$ cat src/rtl/nsm_pkg.sv
package nsm_pkg;
  localparam int NIB_W  = 4;
  localparam int BYTE_W = 8;
  localparam int RD_BIT = 6;
  localparam int AD_BIT = 5;
  localparam int DT_BIT = 4;

  typedef enum logic [1:0] {E_IDLE, E_SETUP, E_LOW} eng_st_t;
  typedef enum logic [1:0] {C_IDLE, C_HEAD, C_TAIL} ctl_st_t;

  function automatic logic [BYTE_W-1:0] addr_byte(input logic rd, input logic [NIB_W-1:0] a);
    logic [BYTE_W-1:0] b;
    b = '0;
    b[NIB_W-1:0] = a;
    b[AD_BIT] = 1'b1;
    b[RD_BIT] = rd;
    return b;
  endfunction

  function automatic logic [BYTE_W-1:0] data_byte(input logic [NIB_W-1:0] d);
    logic [BYTE_W-1:0] b;
    b = '0;
    b[NIB_W-1:0] = d;
    b[DT_BIT] = 1'b1;
    return b;
  endfunction
endpackage

$ cat src/rtl/nsm_half_timer.sv
module nsm_half_timer #(
  parameter int HALF_CYC = 70
) (
  input  logic clk,
  input  logic rst_n,
  input  logic clr,
  input  logic run,
  output logic tick
);
  localparam int CW = (HALF_CYC > 1) ? $clog2(HALF_CYC) : 1;
  localparam logic [CW-1:0] LAST = CW'(HALF_CYC - 1);

  logic [CW-1:0] cnt;

  assign tick = run && (cnt == LAST);

  always_ff @(posedge clk or negedge rst_n) begin
    if (!rst_n)        cnt <= '0;
    else if (clr)      cnt <= '0;
    else if (run)      cnt <= tick ? '0 : cnt + 1'b1;
  end
endmodule

$ cat src/rtl/nsm_byte_engine.sv
module nsm_byte_engine
  import nsm_pkg::*;
#(
  parameter int HALF_CYC = 70
) (
  input  logic              clk,
  input  logic              rst_n,
  input  logic              go,
  input  logic              rx_mode,
  input  logic [BYTE_W-1:0] tx_byte,
  input  logic              sdi,
  output logic              sclk,
  output logic              sdo,
  output logic              oe,
  output logic              done,
  output logic [NIB_W-1:0]  rx_low
);
  localparam int BW = $clog2(BYTE_W);
  localparam logic [BW-1:0] LAST_BIT = BW'(BYTE_W - 1);

  eng_st_t           st;
  logic [BYTE_W-1:0] shreg;
  logic [BW-1:0]     bidx;
  logic              rxm;
  logic              tick;

  nsm_half_timer #(.HALF_CYC(HALF_CYC)) u_tmr (
    .clk  (clk),
    .rst_n(rst_n),
    .clr  (go),
    .run  (st != E_IDLE),
    .tick (tick)
  );

  assign rx_low = shreg[NIB_W-1:0];

  always_ff @(posedge clk or negedge rst_n) begin
    if (!rst_n) begin
      st    <= E_IDLE;
      shreg <= '0;
      bidx  <= '0;
      rxm   <= 1'b0;
      sclk  <= 1'b1;
      sdo   <= 1'b0;
      oe    <= 1'b0;
      done  <= 1'b0;
    end else begin
      done <= 1'b0;
      unique case (st)
        E_IDLE: if (go) begin
          st    <= E_SETUP;
          bidx  <= '0;
          rxm   <= rx_mode;
          shreg <= rx_mode ? '0 : tx_byte;
          sdo   <= rx_mode ? 1'b0 : tx_byte[BYTE_W-1];
        end
        E_SETUP: begin
          if (!rxm) oe <= 1'b1;
          if (tick) begin
            st   <= E_LOW;
            sclk <= 1'b0;
            if (rxm) shreg <= {shreg[BYTE_W-2:0], sdi};
          end
        end
        E_LOW: if (tick) begin
          sclk <= 1'b1;
          if (bidx == LAST_BIT) begin
            st   <= E_IDLE;
            done <= 1'b1;
            oe   <= 1'b0;
          end else begin
            st   <= E_SETUP;
            bidx <= bidx + 1'b1;
            if (!rxm) begin
              shreg <= {shreg[BYTE_W-2:0], 1'b0};
              sdo   <= shreg[BYTE_W-2];
            end
          end
        end
        default: st <= E_IDLE;
      endcase
    end
  end
endmodule

$ cat src/rtl/nibble_serial_master.sv
module nibble_serial_master
  import nsm_pkg::*;
#(
  parameter int HALF_CYC = 70
) (
  input  logic             clk,
  input  logic             rst_n,
  input  logic             req_valid,
  output logic             req_ready,
  input  logic             req_rw,
  input  logic [NIB_W-1:0] req_addr,
  input  logic [NIB_W-1:0] req_wdata,
  output logic             rsp_valid,
  output logic [NIB_W-1:0] rsp_rdata,
  output logic             sclk_o,
  output logic             sdo_o,
  output logic             sdo_oe,
  input  logic             sdi_i
);
  ctl_st_t           st;
  logic              rw_q;
  logic [NIB_W-1:0]  wd_q;
  logic              accept;
  logic              eng_go;
  logic              eng_rx;
  logic              eng_done;
  logic [BYTE_W-1:0] eng_byte;
  logic [NIB_W-1:0]  eng_rx_low;

  assign req_ready = (st == C_IDLE);
  assign accept    = req_valid && req_ready;
  assign eng_go    = accept || ((st == C_HEAD) && eng_done);
  assign eng_rx    = (st == C_HEAD) && rw_q;
  assign eng_byte  = accept ? addr_byte(req_rw, req_addr) : data_byte(wd_q);

  nsm_byte_engine #(.HALF_CYC(HALF_CYC)) u_eng (
    .clk    (clk),
    .rst_n  (rst_n),
    .go     (eng_go),
    .rx_mode(eng_rx),
    .tx_byte(eng_byte),
    .sdi    (sdi_i),
    .sclk   (sclk_o),
    .sdo    (sdo_o),
    .oe     (sdo_oe),
    .done   (eng_done),
    .rx_low (eng_rx_low)
  );

  always_ff @(posedge clk or negedge rst_n) begin
    if (!rst_n) begin
      st        <= C_IDLE;
      rw_q      <= 1'b0;
      wd_q      <= '0;
      rsp_valid <= 1'b0;
      rsp_rdata <= '0;
    end else begin
      rsp_valid <= 1'b0;
      unique case (st)
        C_IDLE: if (accept) begin
          st   <= C_HEAD;
          rw_q <= req_rw;
          wd_q <= req_wdata;
        end
        C_HEAD: if (eng_done) st <= C_TAIL;
        C_TAIL: if (eng_done) begin
          st        <= C_IDLE;
          rsp_valid <= 1'b1;
          rsp_rdata <= rw_q ? eng_rx_low : '0;
        end
        default: st <= C_IDLE;
      endcase
    end
  end
endmodule

$ cat config.mk
export PLATFORM = sky130hd
export DESIGN_NAME = nibble_serial_master
export DESIGN_NICKNAME = d
export VERILOG_FILES = /design/src/rtl/nsm_pkg.sv /design/src/rtl/nsm_half_timer.sv /design/src/rtl/nsm_byte_engine.sv /design/src/rtl/nibble_serial_master.sv
export SDC_FILE = /design/constraint.sdc
export NUM_CORES = 1
export LEC_CHECK = 0
export ABC_AREA = 1
export BUFFER_PORTS_ARGS = -buffer_cell sky130_fd_sc_hd__buf_4
export CAP_MARGIN = 40
export CORE_MARGIN = 10
export CORE_UTILIZATION = 25
export CTS_CLUSTER_SIZE = 24
export DETAILED_ROUTE_END_ITERATION = 10
export MAX_ROUTING_LAYER = met4
export PLACE_DENSITY_LB_ADDON = 0.2
export SLEW_MARGIN = 10
export SYNTH_ARGS = -nofsm -noshare
export SYNTH_HDL_FRONTEND = slang
export SYNTH_SLANG_ARGS = --single-unit
$ cat constraint.sdc
create_clock -name clk -period 2.2 [get_ports clk]
set_clock_uncertainty 0.05 [all_clocks]
set_input_delay 0.11 -clock clk [delete_from_list [all_inputs] [get_ports clk]]
set_output_delay 0.11 -clock clk [all_outputs]
set_load 0.01 [all_outputs]
==> metrics.txt <==
outcome=completed; Hold Vio Cnt, Final=0; syn avg cell area=8.21 um2; highest-delay cell along the critical path=dfrtp_1; CP peak stage delay=0.45 ns; Pins Over Slew Limit=0; antenna viol nets, final=0; IO buf count=21; CTS H-tree lvls=2; IR drop worst, VDD=0.000192 V; minimum clock period=1.95 ns; initial antenna violation count=0; Congestion Overflow GR=0; Primary FF master, synth=dfrtp_1; cells after synthesis=233; RSZ-0062 raised after global routing=no; Fmax achieved=514 MHz; Multi-input gate area=898 um2; sequential fraction of the synthesis area=47.2%; final setup vio count=0; clk sinks=36; hold path cells=3; CP Launch Type=flop; commonest cells in the synthesized netlist=76 x nand2_1, 35 x dfrtp_1, 29 x nand3_1; Total Wirelength=4320 um; critical path type=flop to flop; crit share post-route=88.5%; register area=902 um2; deepest clock path buffer count=2; clock root buffer=clkbuf_8; CP top delay family=simple AND/OR/NAND/NOR gates; # fillers=774; FF+latch count, synth=36; syn_nets=256; crit path cell chain=inv_1, ha_1, inv_2, nand3_1, nor2_2, nor2_2, nor2_4, nand2_2, nand2_1, nand2_1; Rows=31; count leader, synth=nand2_1; Yosys top cell by area=dfrtp_1; chip height=107 um; fin cells=369; die area=11600 um2; worst-margin pin slew=0.468 ns; placed inst area=2180 um2; critical path arrival=2.09 ns; DP HPWL=3170 um; Final Wtd Congestion=0.822; share of cells above drive strength 1=17.4%; first-pass GRT wire length=7560 um; TritonRoute pass-1 iters=4; maxcap violations=0; initial core utilization=26.1%; die width=107 um; All-Layer GR Usage=8.30%; Worst R2R Path Depth=10; Yosys top cell area share=45.8%; # DRC=0; NumNets Final=292; Post-Place Cells=351; Diodes inserted=0; number of global-route vias before repair=1551; Routed WL per cell=11.7 um; Synth warnings=0; CTS Buf Count=5; Syn-to-layout area delta=24.5%; largest net degree at the start of global routing=37; number of synthesized flops with an enable pin=0; leakage=0.00124 uW; Core Area=7330 um2; worst slack at placement=0.232 ns; Levels on crit path=10; CP Data Required Time=2.34 ns; setup TNS=0 ns; Buf/Inv on CP=2; Cell Area, Synth=1910 um2; Slew headroom=68.8%; vias per inst=4.34; Max FO, Critical Path=9; IO Pins=22; CTS tree=built; pwr dens=540 nW/um2; CP endpoint kind=flop; Vias=1603; Reg clk slew, reported paths=0.08 ns; Hold Crit Class=input pin to flop; clk_lat worst skew=0.29 ns; post-synthesis async set-or-reset flop share=100%; library cells used by synthesis=32; Design Area, Final=2380 um2; ranking of synthesized cells by area=dfrtp_1 46%, nand2_1 15%, nand3_1 7.6%; min setup slack post-route=0.254 ns; initial drt markers=144
==> report_power, final <==
| part | total, uW | switching [uW] | internal, uW |
|---|---|---|---|
| Clock | 586 | 251 | 335 |
| Sequential | 661 | 0 | 661 |
| Combinational | 37.6 | 17.4 | 20.2 |
==> path summary, 6_finish.rpt <==
check | from | end | slack [ns]
setup / recovery | u_eng.st[0] | u_eng.shreg[0] | 0.25
hold / removal | req_valid | st[0] | 0.08
setup reg to reg | u_eng.st[0] | u_eng.shreg[0] | 0.25
hold reg to reg | wd_q[0] | wd_q[0] | 0.42
max in group asynchronous | rst_n | u_eng.sclk | 1.49
min in group asynchronous | rst_n | u_eng.bidx[1] | 0.26
==> per-stage QoR <==
step                      utilization (%)  hold WS, ns  total power [uW]
after floorplan                         -       -0.236               674
after global placement               29.7       0.0598               705
after detailed placement             29.7       0.0622               705
after CTS                            32.1       0.0853              1310
after global routing                 32.5       0.0934              1340
final                                32.5       0.0775              1290
==> routing by layer <==
layer	vias up	GRT usage (%)	wire length, um
li1	841	-	-
met1	728	10.3	2110
met2	28	12.2	1910
met3	6	1.92	211
met4	0	4.58	90
met5	-	-	0
==> area by class of cell <==
| type | instances | area share, % |
|---|---|---|
| Sequential cell | 36 | 37.9 |
| Multi-Input combinational cell | 170 | 37.7 |
| Timing Repair Buffer | 32 | 10.7 |
| Tap cell | 99 | 5.20 |
| Inverter | 24 | 3.78 |
| Clock buffer | 5 | 2.89 |
| Clock inverter | 3 | 1.79 |
==> flip-flops by register name, summed over array words and instances, names as in the netlist, 2 cells and up <==
name,count
u_eng.u_tmr.cnt,7
u_eng.shreg,7
rsp_rdata,4
u_eng.st,2
u_eng.bidx,3
wd_q,4
st,2
==> cell usage in the layout, fill, tap and decap left out, types with 2 or more instances in the layout <==
master and instances:
inv_1 22, dfrtp_1 35, o21ai_0 16, ha_1 10, nand3_2 2, nand2_2 2
nor2_4 2, nor3_1 4, o21a_1 2, nand2_1 76, dlygate4sd3_1 6, a21oi_1 6
nor2_2 2, clkbuf_8 5, nand4_1 2, nor2_1 6, nand3_1 29, buf_4 26
==> worst reg2reg max path: cells and delay by family, from the launching register on <==
kind                       cells  cell delay [ns]
and+or+nand+nor                7             0.85
DFF                            1             0.45
adders and majority gates      1             0.30
buffers and inverters          2             0.20
==> cells by family (layout without fill, tap and decap cells) <==
family / after synthesis / in the layout / share of synthesized area [%]
adder cells (fa/ha/maj): 10 / 10 / 6.54
buffers and inverters: 27 / 64 / 5.89
XOR/XNOR: 1 / 1 / 0.458
AND/OR/NAND/NOR: 129 / 129 / 30.7
AO/OA/AOI/OAI: 30 / 30 / 9.22
flip-flops: 36 / 36 / 47.2
==> repair_timing <==
item,4_1_cts,5_1_grt
buffers inserted,0,4
endpoints found under the setup margin,0,5
hold endpoints to repair,40,0
resized for setup,0,0
hold buffers,6,0
Note: power is estimated with default switching activity, not from simulation.
